### src/rtl/adc_seq_pkg.sv
package adc_seq_pkg;

    localparam int NUM_CONV = 16;
    localparam int CNT_W    = $clog2(NUM_CONV);
    localparam int REG_W    = 16;
    localparam int ADDR_W   = 5;

    localparam logic [ADDR_W-1:0] A_CTRL  = 5'd16;
    localparam logic [ADDR_W-1:0] A_CMPE  = 5'd17;
    localparam logic [ADDR_W-1:0] A_SENSE = 5'd18;
    localparam logic [ADDR_W-1:0] A_FLAG  = 5'd19;
    localparam logic [ADDR_W-1:0] A_CNT   = 5'd20;

    typedef struct packed {
        logic [CNT_W-1:0] len_m1;
        logic [1:0]       rsvd;
        logic             loop;
        logic             fifo;
    } ctrl_t;

    typedef struct packed {
        logic             fire;
        logic [CNT_W-1:0] slot;
        logic [CNT_W-1:0] num;
    } accept_t;

    function automatic logic cmp_pass(input logic sense,
                                      input logic [REG_W-1:0] res,
                                      input logic [REG_W-1:0] thr);
        return sense ? (res > thr) : (res <= thr);
    endfunction

endpackage

### src/rtl/adc_seq_ctrl.sv
module adc_seq_ctrl
    import adc_seq_pkg::*;
(
    input  logic             clk,
    input  logic             rst,
    input  logic             start,
    input  logic             abort,
    input  logic             res_valid,
    input  ctrl_t            ctrl,
    output accept_t          acc,
    output logic [CNT_W-1:0] cnt,
    output logic             busy,
    output logic             done
);

    logic [CNT_W-1:0] num_q;
    logic [CNT_W-1:0] cnt_q;
    logic             busy_q;
    logic             done_q;
    logic             last;

    assign last     = (num_q == ctrl.len_m1);
    assign acc.fire = res_valid && busy_q && !start && !abort;
    assign acc.slot = cnt_q;
    assign acc.num  = num_q;
    assign cnt      = cnt_q;
    assign busy     = busy_q;
    assign done     = done_q;

    always_ff @(posedge clk) begin
        if (rst) begin
            num_q  <= '0;
            cnt_q  <= '0;
            busy_q <= 1'b0;
            done_q <= 1'b0;
        end else begin
            done_q <= 1'b0;
            if (abort) begin
                busy_q <= 1'b0;
                cnt_q  <= '0;
                num_q  <= '0;
            end else if (start) begin
                busy_q <= 1'b1;
                cnt_q  <= '0;
                num_q  <= '0;
            end else if (acc.fire) begin
                if (last) begin
                    num_q  <= '0;
                    done_q <= 1'b1;
                    busy_q <= ctrl.loop;
                    cnt_q  <= ctrl.fifo ? cnt_q + 1'b1 : '0;
                end else begin
                    num_q <= num_q + 1'b1;
                    cnt_q <= cnt_q + 1'b1;
                end
            end
        end
    end

    AST_ABORT_CLEARS: assert property (@(posedge clk) disable iff (rst)
        abort |=> (cnt == '0 && !busy));
    AST_START_CLEARS: assert property (@(posedge clk) disable iff (rst)
        (start && !abort) |=> (cnt == '0 && acc.num == '0 && busy));
    AST_NONFIFO_END_ZERO: assert property (@(posedge clk) disable iff (rst)
        (acc.fire && last && !ctrl.fifo) |=> (cnt == '0));
    AST_FIFO_ADVANCE: assert property (@(posedge clk) disable iff (rst)
        (acc.fire && ctrl.fifo) |=> (cnt == CNT_W'($past(cnt) + 1'b1)));
    AST_NO_EARLY_DONE: assert property (@(posedge clk) disable iff (rst)
        (acc.fire && !last) |=> !done);
    AST_IDLE_QUIET: assert property (@(posedge clk) disable iff (rst)
        (!busy && !start) |=> $stable(cnt));

endmodule

### src/rtl/adc_seq_store.sv
module adc_seq_store
    import adc_seq_pkg::*;
#(
    parameter int RES_W = 12
) (
    input  logic                            clk,
    input  logic                            rst,
    input  accept_t                         acc,
    input  logic [RES_W-1:0]                res_data,
    input  logic [NUM_CONV-1:0]             cmpe,
    input  logic [NUM_CONV-1:0]             sense,
    input  logic                            sw_wr,
    input  logic [CNT_W-1:0]                sw_idx,
    input  logic [RES_W-1:0]                sw_data,
    input  logic [NUM_CONV-1:0]             flag_clr,
    output logic [NUM_CONV-1:0][RES_W-1:0]  res_q,
    output logic [NUM_CONV-1:0]             flags
);

    logic [RES_W-1:0] thr;
    logic             cmp_on;
    logic             hit;
    logic             store_on;

    assign thr      = res_q[acc.slot];
    assign cmp_on   = acc.fire && cmpe[acc.num];
    assign store_on = acc.fire && !cmpe[acc.num];
    assign hit      = cmp_on && cmp_pass(sense[acc.num], REG_W'(res_data), REG_W'(thr));

    always_ff @(posedge clk) begin
        for (int i = 0; i < NUM_CONV; i++) begin
            if (rst) begin
                res_q[i] <= '0;
            end else if (store_on && acc.slot == CNT_W'(i)) begin
                res_q[i] <= res_data;
            end else if (sw_wr && sw_idx == CNT_W'(i)) begin
                res_q[i] <= sw_data;
            end
        end
    end

    for (genvar n = 0; n < NUM_CONV; n++) begin : g_flag
        logic set_n;
        assign set_n = hit && (acc.num == CNT_W'(n));
        always_ff @(posedge clk) begin
            if (rst)               flags[n] <= 1'b0;
            else if (set_n)        flags[n] <= 1'b1;
            else if (flag_clr[n])  flags[n] <= 1'b0;
        end
    end

    AST_PLAIN_STORE: assert property (@(posedge clk) disable iff (rst)
        store_on |=> (res_q[$past(acc.slot)] == $past(res_data)));
    AST_THRESH_KEPT: assert property (@(posedge clk) disable iff (rst)
        (cmp_on && !(sw_wr && sw_idx == acc.slot)) |=> (res_q[$past(acc.slot)] == $past(thr)));
    AST_FLAG_SET_WINS: assert property (@(posedge clk) disable iff (rst)
        hit |=> flags[$past(acc.num)]);
    AST_FLAG_STICKY: assert property (@(posedge clk) disable iff (rst)
        (!acc.fire && flag_clr == '0) |=> $stable(flags));

endmodule

### src/rtl/adc_seq_cmp.sv
module adc_seq_cmp
    import adc_seq_pkg::*;
#(
    parameter int RES_W = 12
) (
    input  logic              clk,
    input  logic              rst,
    input  logic              seq_start,
    input  logic              res_valid,
    input  logic [RES_W-1:0]  res_data,
    input  logic              reg_wr,
    input  logic [ADDR_W-1:0] reg_addr,
    input  logic [REG_W-1:0]  reg_wdata,
    output logic [REG_W-1:0]  reg_rdata,
    output logic              seq_done
);

    ctrl_t                           ctrl_q;
    logic [NUM_CONV-1:0]             cmpe_q;
    logic [NUM_CONV-1:0]             sense_q;
    logic [NUM_CONV-1:0]             flags;
    logic [NUM_CONV-1:0][RES_W-1:0]  res_q;
    logic [NUM_CONV-1:0]             flag_clr;
    accept_t                         acc;
    logic [CNT_W-1:0]                cnt;
    logic                            busy;
    logic                            abort;
    logic                            sw_wr;

    assign abort    = reg_wr && reg_addr == A_CMPE;
    assign sw_wr    = reg_wr && reg_addr < ADDR_W'(NUM_CONV);
    assign flag_clr = (reg_wr && reg_addr == A_FLAG) ? reg_wdata[NUM_CONV-1:0] : '0;

    always_ff @(posedge clk) begin
        if (rst) begin
            ctrl_q  <= '0;
            cmpe_q  <= '0;
            sense_q <= '0;
        end else if (reg_wr) begin
            case (reg_addr)
                A_CTRL:  ctrl_q  <= '{len_m1: reg_wdata[7:4], rsvd: 2'b00,
                                      loop: reg_wdata[1], fifo: reg_wdata[0]};
                A_CMPE:  cmpe_q  <= reg_wdata[NUM_CONV-1:0];
                A_SENSE: sense_q <= reg_wdata[NUM_CONV-1:0];
                default: ;
            endcase
        end
    end

    adc_seq_ctrl u_ctrl (
        .clk       (clk),
        .rst       (rst),
        .start     (seq_start),
        .abort     (abort),
        .res_valid (res_valid),
        .ctrl      (ctrl_q),
        .acc       (acc),
        .cnt       (cnt),
        .busy      (busy),
        .done      (seq_done)
    );

    adc_seq_store #(.RES_W(RES_W)) u_store (
        .clk      (clk),
        .rst      (rst),
        .acc      (acc),
        .res_data (res_data),
        .cmpe     (cmpe_q),
        .sense    (sense_q),
        .sw_wr    (sw_wr),
        .sw_idx   (reg_addr[CNT_W-1:0]),
        .sw_data  (reg_wdata[RES_W-1:0]),
        .flag_clr (flag_clr),
        .res_q    (res_q),
        .flags    (flags)
    );

    always_comb begin
        reg_rdata = '0;
        if (reg_addr < ADDR_W'(NUM_CONV)) begin
            reg_rdata = REG_W'(res_q[reg_addr[CNT_W-1:0]]);
        end else begin
            case (reg_addr)
                A_CTRL:  reg_rdata = REG_W'(ctrl_q);
                A_CMPE:  reg_rdata = REG_W'(cmpe_q);
                A_SENSE: reg_rdata = REG_W'(sense_q);
                A_FLAG:  reg_rdata = REG_W'(flags);
                A_CNT:   reg_rdata = REG_W'(cnt);
                default: reg_rdata = '0;
            endcase
        end
    end

    AST_DONE_CLOSES: assert property (@(posedge clk) disable iff (rst)
        (seq_done && !ctrl_q.loop && !$past(seq_start)) |-> !busy);

endmodule

### config.mk
export PLATFORM = sky130hd
export DESIGN_NAME = adc_seq_cmp
export DESIGN_NICKNAME = d
export VERILOG_FILES = /design/src/rtl/adc_seq_pkg.sv /design/src/rtl/adc_seq_ctrl.sv /design/src/rtl/adc_seq_store.sv /design/src/rtl/adc_seq_cmp.sv
export SDC_FILE = /design/constraint.sdc
export NUM_CORES = 1
export LEC_CHECK = 0
export BUFFER_PORTS_ARGS = -buffer_cell sky130_fd_sc_hd__buf_2
export CAP_MARGIN = 20
export CORE_MARGIN = 2
export CORE_UTILIZATION = 35
export DETAILED_ROUTE_END_ITERATION = 12
export MAX_ROUTING_LAYER = met4
export PLACE_DENSITY = 0.52
export SLEW_MARGIN = 20
export SYNTH_ARGS = -nofsm -noshare
export SYNTH_HDL_FRONTEND = slang
export SYNTH_SLANG_ARGS = --single-unit
### constraint.sdc
create_clock -name clk -period 6.7 [get_ports clk]
set_input_delay 2.01 -clock clk [delete_from_list [all_inputs] [get_ports clk]]
set_output_delay 2.01 -clock clk [all_outputs]
set_load 0.02 [all_outputs]
---- Word-level counts from Yosys, hierarchy flattened ----
Index checks and enable logic that the tools add are counted.
cells by class
  $add $sub $neg .......................... 2
  magnitude comparators ................... 6
  equal/unequal tests ..................... 51
  muxes and demuxes ....................... 83
  bitwise operators ....................... 1
  reductions and logical operators ........ 104
operator list
  cell                 count
  $mux 12              34
  $bmux 12 s4          2
  $eq 4x4->1 const B   24
  $pmux 16 s5          1
  $reduce_bool 2->1    34
  $logic_and 1x1->1    57
  $eq 4x3->1 const B   12
  $mux 1               39
  $mux 16              2
  $eq 5x5->1 const B   5
  $eq 4x2->1 const B   6
  $lt 4x5->1 const B   3
  $eq 4x1->1 const B   3
  $gt 12x12->1         1
  $le 12x12->1         1
  $logic_not 4->1      3
  $mux 4               3
  $add 4x1->4 const B  2
  $bmux 1 s4           2
  $reduce_and 2->1     4
  $lt 5x5->1 const B   1
  $eq 4x4->1           1
  $reduce_or 4->1      1
  $logic_not 1->1      3
  other kinds (3)      3
storage, ports and cells
  bits in registers ....................... 256
  logic and storage cells ................. 288

---- Depth between registers and ports, before layout ----
Gate-level depths: netlist of the first run.
  depth after elaboration ................. 8
  depth in mapped cells ................... 14

---- Cells and area by module ----
From an unflattened synthesis of the first run, not the netlist that was laid out.
unflattened totals
  cells, all modules ...................... 1529
  area, all modules ....................... 15532.4 um2
modules (own cells, without submodules)
  module         instances  cells each  area an instance (um2)  sequential area each (um2)
  adc_seq_store  1          1138        11285.8                 4164.0
  adc_seq_cmp    1          339         3739.8                  760.7
  adc_seq_ctrl   1          52          506.7                   200.2

---- Worst setup path before layout of the first run ----
No wires, ideal clock.
  path kind ............................... input to output
  start ................................... input reg_addr[0]
  end ..................................... output reg_rdata[2]
  arrival ................................. 4.076 ns
  setup slack ............................. 0.614 ns
  stages .................................. 6
  path through ............................ buf_2 buf_1 mux4_2 mux4_2 inv_1 o221ai_1
on the way
  cells in the longest elaborated chain, start to end .. 3
  elaborated cells on any way between the ends .. 10
  classes of those cells .................. order compare: 1; eq/ne: 5; mux: 4
ends and longest elaborated chain
  what                                                          line                                  RTL
  from (decl)                                                   adc_seq_cmp.sv:12                     input logic [ADDR_W-1:0] reg_addr,
  $bmux 12 s4 or $eq 5x5->1 (tied branches)                     adc_seq_cmp.sv:81, adc_seq_cmp.sv:83
  $mux 12 (not written as such) or $pmux 16 s5 (tied branches)  adc_seq_cmp.sv:81, adc_seq_cmp.sv:83
  $mux 16 (*)                                                   adc_seq_cmp.sv:80                     if (reg_addr < ADDR_W'(NUM_CONV)) begin
  to (decl)                                                     adc_seq_cmp.sv:14                     output logic [REG_W-1:0] reg_rdata,
Mark *: on every way between the ends. The rest lies on a longest branch, timed or not. The select of a mux whose other input is x is not followed.

---- Worst setup path in the final report of the first run ----
  start ................................... input reg_addr[0]
  end ..................................... output reg_rdata[1]
Same word-level chain as after synthesis.

==> results of run 1 <==
[logic make-up after synthesis]
logic type	synth area share
flops	0.335
simple gates	0.156
compound gates	0.133
buf+inv	0.0575
fa+ha+maj	0.0164
xor+xnor	0.00459
mux	0.297
[report_power, final]
part | internal, mW | switching [mW]
registers | 1.54 | 0.0156
clock network | 0.998 | 0.717
logic | 0.0824 | 0.184
total | 2.62 | 0.916
[state kept, by name, summed over array words and instances, names as in the netlist]
| name | count |
|---|---|
| ctrl_q | 6 |
| u_ctrl.num_q | 4 |
| cmpe_q | 16 |
| u_ctrl.busy | 1 |
| u_store.flags | 16 |
| u_store.res_q | 192 |
| u_ctrl.done | 1 |
| sense_q | 16 |
| u_ctrl.cnt | 4 |
[metal layers]
layer,up-vias,GRT usage
met5,-,-
met4,0,0.0825
met3,90,0.0407
met2,671,0.367
met1,6420,0.352
li1,5828,-
[cells in the mapped netlist]
master	instances
dfxtp_1	256
nor2_1	218
nand2_1	183
mux2i_1	138
mux4_2	135
clkbuf_1	134
a211oi_1	133
nand3_1	70
a311oi_1	60
buf_1	43
a21oi_1	42
inv_1	29
o21ai_0	25
buf_2	21
ha_1	20
nand4_1	18
nand3b_1	17
nor2b_1	13
a22oi_1	12
mux2_2	10
xor2_1	7
o22ai_1	5
or3_1	4
nand2b_1	3
nor3_1	3
nor3b_1	3
and3_1	2
nand4b_1	2
o221ai_1	2
a211o_1	1
a21o_1	1
a221oi_1	1
a22o_1	1
and2_1	1
and4b_1	1
nor3_2	1
nor4_1	1
nor4_4	1
nor4b_2	1
nor4b_4	1
o211ai_1	1
xnor2_1	1
[placed cells by master (no fill, tap or decap), types with 2 or more instances in the layout]
cell,n
a211oi_1,133
a21oi_1,42
a22oi_1,12
a311oi_1,60
and3_1,2
buf_12,2
buf_2,51
buf_4,24
clkbuf_1,10
clkbuf_16,35
clkbuf_8,5
clkinv_2,3
dfxtp_1,254
ha_1,20
inv_1,29
mux2_2,10
mux2i_1,138
mux4_2,135
nand2_1,183
nand2b_1,3
nand3_1,70
nand3b_1,17
nand4_1,18
nand4b_1,2
nor2_1,216
nor2_2,2
nor2b_1,12
nor3_2,4
nor3b_2,3
o21ai_0,25
o221ai_1,2
o22ai_1,5
or3_1,4
xor2_1,7
[area by class of cell]
type                            instances  area, um2
Sequential cell                       256       5130
Clock inverter                          5       32.5
Multi-Input combinational cell       1138       9320
Fill cell                            4207      26300
Tap cell                              585        732
Timing Repair Buffer                   78        489
Clock buffer                           49        968
Inverter                               29        109
[path summary, 6_finish.rpt]
kind,slack [ns],to,cells past startpoint,from
max reg2reg,1.73,u_store.flags[2],12,u_ctrl.cnt[0]
min reg2reg,0.47,sense_q[9],2,sense_q[9]
min,0.47,sense_q[9],2,sense_q[9]
max,0.39,reg_rdata[1],7,reg_addr[0]
[per-stage QoR]
step / area, um2 / setup WS, ns
final: 16800 / 0.394
after global routing: 16800 / 0.254
after CTS: 16800 / 0.369
after detailed placement: 15800 / 0.367
after global placement: 15800 / 0.424
after floorplan: 15300 / 0.614
[tightest hold or removal path, cell delays in order, from the launching register on]
cell and delay [ns]:
dfxtp_1 0.32, nand2_1 0.05, a21oi_1 0.05
==> impl_metrics.csv, run 1 <==
group,metric,value,unit
clock_tree,ctsLongestPathBuffers,3,
detailed_routing,first_pass_iters,5,
sta,fin_crit_sh,0.941,
worst_setup_path,slowest_delay,0.60,ns
run_status,status,"finished clean",
logic_synthesis,synth_area_leaders,"dfxtp_1 34%, mux4_2 20%, mux2i_1 9.0%, a211oi_1 6.5%, nor2_1 5.4%",
clock_tree,cts_tree,"built",
cells_and_area,stdcell_count,2140,
floorplan,die_area,45300,um2
detailed_routing,routed_via_density,6.08,
clock_tree,clk_latency,0.55,ns
detailed_routing,dr_wl_met2,24000,um
sta,setup_viol,0,
clock_tree,ctsHoldBuffers,0,
detailed_routing,wl_met3,4840,um
clock_tree,numCtsBuffers,34,
detailed_routing,num_vias,13000,
clock_tree,postCtsSetupRepairBufs,0,
logic_synthesis,synth.net_count,1679,
detailed_routing,dr.max_layer_used,"met4",
worst_setup_path,path_class,"in2out",
global_routing,grt_pass1_wl,82800,um
worst_setup_path,end_kind,"output port",
worst_setup_path,crit_chain,"buf_4 > buf_4 > mux4_2 > mux4_2 > inv_1 > o21ai_0 > buf_2",
sta,hold_slack,0.470,ns
worst_setup_path,path_delay_family,"buffers and inverters",
detailed_routing,wirelength,54300,um
logic_synthesis,yosysTopAreaCellShare,0.335,
cells_and_area,final_util,0.390,
floorplan,ios,55,
logic_synthesis,synth_cells,1621,
detailed_routing,dr.first_iter.drc_count,1410,
placed_design,place_inst,2086,
worst_setup_path,cp_slowest_cell,"mux4_2",
worst_setup_path,critPathBufInv,4,
placed_design,portBuffers,54,
cells_and_area,n_antenna_cell,0,
pwr,p_total,3.53,mW
global_routing,antenna_found_initial,0,
logic_synthesis,synthDistinctLibCells,42,
sta,fin_setup_tns,0,ns
logic_synthesis,syn_area,15300,um2
placed_design,gp_congestion,0.930,
clock_tree,path_clk_slew,0.05,ns
floorplan,core_area,43100,um2
pwr,powerDensity,211,nW/um2
clock_tree,clock-sinks,256,
cells_and_area,drive_gt1_frac,0.181,
cells_and_area,area_delta_synth_final,9.82,%
min_path,hp-class,"reg2reg",
job,drv_cap,0,
sta,final_max_slew_viol_count,0,
placed_design,dpl.hpwl,36800,um
floorplan,initial_core_util,0.355,
detailed_routing,final_antenna_net_count,0,
sta,hold_violations,0,
logic_synthesis,syn_area_per_cell,9.43,um2
global_routing,grt_max_degree,133,
sta,fin_crit,6.31,ns
global_routing,grt_overflow_total,0,
sta,maxClockFrequency,0.159,GHz
pwr,p_leak,6.01,nW
logic_synthesis,synth.largest_area_cell,"dfxtp_1",
clock_tree,htreeDepth,2,
floorplan,fp.dieW,213,um
clock_tree,cts_resized,0,
worst_setup_path,crit_arrival,4.30,ns
sta,fin_worst_skew,0.0204,ns
clock_tree,root_buffer,"clkbuf_16",
sta,maxSlewHeadroom,0.285,
detailed_routing,wl_met1,23800,um
global_routing,gr-usage-all-layers,0.250,
logic_synthesis,ys_seq_area_frac,0.335,
worst_setup_path,start_kind,"input port",
worst_setup_path,critPathRequiredTime,4.69,ns
pwr,peakVddDrop,136,uV
logic_synthesis,ys_ff_latch,256,
sta,rsz0062_at_grt,"no",
logic_synthesis,synth_warnings,0,
cells_and_area,fin_nets,1595,
floorplan,rows,76,
detailed_routing,drcViolationCount,0,
floorplan,die_h,213,um
worst_setup_path,crit_path_max_fanout,25,
sta,worstMarginPinSlew,1.07,ns
global_routing,grt_pass1_vias,12500,
detailed_routing,routedWlPerCell,25.4,um
No activity file was read; power rests on OpenSTA's default activity.
==> inputs of run 2 (changes only) <==
GPL_ROUTABILITY_DRIVEN = 0   (was default)
clock period = 7.3 ns   (was 6.7 ns; I/O delays follow)
==> impl_metrics.csv, run 2 (synthesis results as in run 1) <==
group,metric,value,unit
cells_and_area,largest_reg_flops,192,
pwr,clkPwrFrac,0.501,
clock_tree,numCtsBuffers,34,
clock_tree,ctsHoldBuffers,0,
detailed_routing,num_vias,13100,
placed_design,portBuffers,54,
pwr,p_total,3.35,mW
detailed_routing,routed_via_density,6.10,
global_routing,gr-usage-all-layers,0.253,
detailed_routing,dr.max_layer_used,"met4",
detailed_routing,routedWlPerCell,25.7,um
sta,worstMarginPinSlew,1.16,ns
clock_tree,path_clk_slew,0.06,ns
detailed_routing,wl_met3,5030,um
pwr,p_leak,6.08,nW
floorplan,ios,55,
min_path,hp-class,"reg2reg",
clock_tree,ctsLongestPathBuffers,3,
floorplan,fp.dieW,213,um
sta,fin_crit_sh,0.908,
placed_design,dpl-instance-area,15800,um2
sta,final_max_slew_viol_count,0,
cells_and_area,fin_area,16900,um2
clock_tree,htreeDepth,2,
pwr,p_switching,0.863,mW
pwr,powerDensity,198,nW/um2
detailed_routing,drcViolationCount,0,
floorplan,rows,76,
worst_setup_path,critPathRequiredTime,5.11,ns
sta,fin_worst_skew,0.0250,ns
clock_tree,cts_tree,"built",
worst_setup_path,start_kind,"input port",
sta,fin_crit,6.63,ns
clock_tree,clk_latency,0.56,ns
detailed_routing,dr.first_iter.drc_count,1448,
floorplan,die_h,213,um
worst_setup_path,slowest_delay,0.53,ns
sta,fin_setup_tns,0,ns
global_routing,grt_pass1_wl,82800,um
detailed_routing,first_pass_iters,5,
floorplan,die_area,45300,um2
clock_tree,root_buffer,"clkbuf_16",
detailed_routing,dr_wl_met2,24300,um
global_routing,grt_pass1_vias,12300,
placed_design,dpl.hpwl,36900,um
cells_and_area,num-fill-cells,4243,
sta,rsz0062_at_grt,"no",
cells_and_area,area_delta_synth_final,10.7,%
global_routing,grt_max_degree,195,
pwr,combPwrFrac,0.073,
detailed_routing,final_antenna_net_count,0,
global_routing,antenna_found_initial,1,
clock_tree,cts_resized,0,
job,drv_cap,0,
sta,hold_violations,0,
pwr,peakVddDrop,116,uV
cells_and_area,regMostFlops,"u_store.res_q",
clock_tree,postCtsSetupRepairBufs,0,
detailed_routing,wl_met1,24100,um
worst_setup_path,crit_chain,"buf_4 > buf_4 > mux4_2 > mux4_2 > inv_1 > o22ai_1 > buf_2",
pwr,p_sw_frac,0.258,
cells_and_area,mostFrequentLayoutCell,"dfxtp_1",
sta,setup_viol,0,
worst_setup_path,path_class,"in2out",
worst_setup_path,cp_slowest_cell,"mux4_2",
cells_and_area,drive_gt1_frac,0.189,
worst_setup_path,end_kind,"output port",
worst_setup_path,crit_path_max_fanout,29,
pwr,seqPwrFrac,0.426,
sta,maxSlewHeadroom,0.225,
global_routing,grt_overflow_total,0,
floorplan,initial_core_util,0.355,
detailed_routing,wirelength,55100,um
sta,maxClockFrequency,0.151,GHz
cells_and_area,final_cell_mix,"254 x dfxtp_1, 216 x nor2_1, 183 x nand2_1",
worst_setup_path,crit_arrival,4.44,ns
clock_tree,clock-sinks,256,
pwr,intPower,2.48,mW
floorplan,core_area,43100,um2
cells_and_area,fin_nets,1596,
run_status,status,"finished clean",
## run 2: cell count changes in the layout (fill, tap and decap cells not counted), sizes merged
| cell | before | now |
|---|---|---|
| inv | 30 | 31 |
| clkbuf | 50 | 49 |
| buf | 77 | 78 |
| diode | 0 | 1 |
| clkinv | 4 | 8 |
| bufinv | 0 | 1 |
## run 2: power by group through the flow
| stage | Clock (mW) | Sequential (mW) | Combinational [mW] |
|---|---|---|---|
| after detailed placement | 0 | 1.45 | 0.242 |
| after CTS | 1.70 | 1.42 | 0.243 |
| after floorplan | 0 | 1.45 | 0.165 |
| final | 1.68 | 1.42 | 0.246 |
| after global routing | 1.76 | 1.42 | 0.262 |
| after global placement | 0 | 1.45 | 0.239 |
## run 2: metal layers
layer  vias up  track usage
met5         -            -
li1       5828            -
met3       103       0.0482
met4         0       0.0822
met2       669        0.365
met1      6501        0.357
## run 2: metrics by stage
stage,utilization,worst slack (ns),instances,hold WS [ns]
detailed placement,0.366,0.640,2086,0.469
finish,0.393,0.673,2147,0.478
global placement,0.366,0.690,2086,0.463
floorplan,-,0.854,1621,0.443
global route,0.393,0.581,2147,0.502
CTS,0.392,0.648,2145,0.478
## run 2: critical path: cells and delay by family
kind | cells | cell delay (ns)
compound gates | 1 | 0.12
buf+inv | 4 | 1.10
mux | 2 | 1.00
## run 2: path summary, 6_finish.rpt
kind	start	end	slack, ns	cells after the start
setup / recovery	reg_addr[0]	reg_rdata[10]	0.67	7
hold / removal	sense_q[12]	sense_q[12]	0.48	2
setup reg to reg	u_ctrl.cnt[1]	u_store.flags[10]	2.58	12
hold reg to reg	sense_q[12]	sense_q[12]	0.48	2
## run 2: layout make-up
type                       count  area [um2]  share of cell area
inverter                      29         109             0.00643
sequential                   256        5130               0.303
clock inverter                11        98.8             0.00584
clock buffer                  48        1000              0.0594
timing repair buffer          79         509              0.0301
tap                          585         732              0.0433
multi-input combinational   1138        9330               0.552
antenna                        1        2.50            0.000148
==> inputs of run 3 (changes only) <==
MAX_ROUTING_LAYER = default   (was met4)
PLACE_DENSITY = default   (was 0.52)
PLACE_DENSITY_LB_ADDON = 0.12   (was default)
==> impl_metrics.csv, run 3 (synthesis results as in run 1) <==
group,metric,value,unit
clock_tree,cts_resized,0,
cells_and_area,area_delta_synth_final,10.5,%
detailed_routing,wirelength,58700,um
sta,fin_setup_tns,0,ns
sta,fin_crit,6.80,ns
detailed_routing,drcViolationCount,0,
detailed_routing,num_vias,13000,
clock_tree,ctsHoldBuffers,0,
pwr,p_leak,6.06,nW
placed_design,portBuffers,54,
global_routing,use_met1,0.370,
worst_setup_path,crit_arrival,4.61,ns
clock_tree,clock-sinks,256,
cells_and_area,num-fill-cells,4217,
detailed_routing,routedWlPerCell,27.3,um
clock_tree,numCtsBuffers,31,
worst_setup_path,crit_path_max_fanout,46,
global_routing,grt_use_met3,0.0421,
detailed_routing,routed_via_density,6.05,
floorplan,initial_core_util,0.355,
placed_design,dpl-instance-area,15800,um2
global_routing,gr-usage-all-layers,0.261,
sta,maxSlewHeadroom,0.236,
global_routing,antenna_found_initial,0,
global_routing,grt_pass1_vias,12500,
cells_and_area,fin_nets,1599,
sta,worst_slack,0.495,ns
global_routing,grt_overflow_total,0,
sta,maxClockFrequency,0.147,GHz
cells_and_area,n_antenna_cell,0,
sta,hold_violations,0,
clock_tree,root_buffer,"clkbuf_16",
clock_tree,clk_latency,0.57,ns
global_routing,use_met2,0.409,
run_status,status,"finished clean",
detailed_routing,dr.first_iter.drc_count,1403,
clock_tree,postCtsSetupRepairBufs,0,
sta,worstMarginPinSlew,1.14,ns
worst_setup_path,start_kind,"input port",
floorplan,die_h,213,um
detailed_routing,first_pass_iters,5,
cells_and_area,final_cell_mix,"254 x dfxtp_1, 216 x nor2_1, 177 x nand2_1",
detailed_routing,final_antenna_net_count,0,
floorplan,die_area,45300,um2
worst_setup_path,path_class,"in2out",
floorplan,ios,55,
global_routing,grt_pass1_wl,87000,um
floorplan,rows,76,
global_routing,busiest_layer,"met2",
min_path,hp-class,"reg2reg",
sta,rsz0062_at_grt,"no",
clock_tree,htreeDepth,1,
cells_and_area,drive_gt1_frac,0.191,
placed_design,dp_slack,0.467,ns
global_routing,grt_max_degree,155,
cells_and_area,fin_area,16900,um2
sta,final_max_slew_viol_count,0,
cells_and_area,mostFrequentLayoutCell,"dfxtp_1",
sta,fin_worst_skew,0.0114,ns
sta,fin_crit_sh,0.932,
floorplan,fp.dieW,213,um
placed_design,dpl.hpwl,38100,um
clock_tree,cts_tree,"built",
worst_setup_path,end_kind,"output port",
cells_and_area,regMostFlops,"u_store.res_q",
cells_and_area,largest_reg_flops,192,
pwr,powerDensity,194,nW/um2
sta,setup_viol,0,
worst_setup_path,critPathRequiredTime,5.11,ns
clock_tree,ctsLongestPathBuffers,3,
job,drv_cap,0,
clock_tree,path_clk_slew,0.05,ns
pwr,peakVddDrop,183,uV
floorplan,core_area,43100,um2
==> run 3: changes by cell type in the layout (fill, tap and decap cells not counted), sizes merged <==
cell,before,now
diode,1,0
bufinv,1,3
clkinvlp,0,1
clkinv,8,3
inv,31,29
buf,78,84
==> run 3: routing by layer <==
metal | vias to the layer above | routed length, um
li1 | 5828 | -
met1 | 6562 | 26300
met2 | 502 | 26800
met3 | 96 | 3890
met4 | 0 | 1730
met5 | - | 0
==> run 3: power breakdown <==
group / total [mW] / internal [mW] / switching, mW
clock network: 1.60 / 0.970 / 0.633
logic: 0.249 / 0.0753 / 0.173
registers: 1.42 / 1.41 / 0.0129
total: 3.27 / 2.46 / 0.820
==> run 3: critical path, cell delays in order <==
cell and delay (ns):
buf_4 0.64, buf_4 0.28, mux4_2 0.51, mux4_2 0.53, inv_1 0.08, o221ai_1 0.14, buf_2 0.20
==> run 3: path summary, 6_finish.rpt <==
path | startpoint | to | slack [ns] | cells past startpoint
worst max-delay path | reg_addr[0] | reg_rdata[3] | 0.50 | 7
worst max register to register | u_ctrl.cnt[0] | u_store.flags[8] | 2.35 | 12
worst min register to register | cmpe_q[10] | cmpe_q[10] | 0.47 | 2
worst min-delay path | cmpe_q[10] | cmpe_q[10] | 0.47 | 2
==> run 3: area by class of cell <==
class | instances | area [um2] | area share
Multi-Input combinational cell | 1138 | 9340 | 0.553
Clock buffer | 48 | 930 | 0.0550
Sequential cell | 256 | 5130 | 0.304
Inverter | 29 | 109 | 0.00644
Timing Repair Buffer | 85 | 537 | 0.0318
Clock inverter | 7 | 113 | 0.00667
Tap cell | 585 | 732 | 0.0433
==> run 3: per-stage QoR <==
stage / power, mW / hold slack, ns / instances / util
detailed placement: 1.70 / 0.463 / 2093 / 0.367
CTS: 3.29 / 0.472 / 2148 / 0.392
floorplan: 1.61 / 0.443 / 1621 / -
finish: 3.27 / 0.475 / 2148 / 0.392
global route: 3.37 / 0.505 / 2148 / 0.392
global placement: 1.70 / 0.466 / 2092 / 0.367
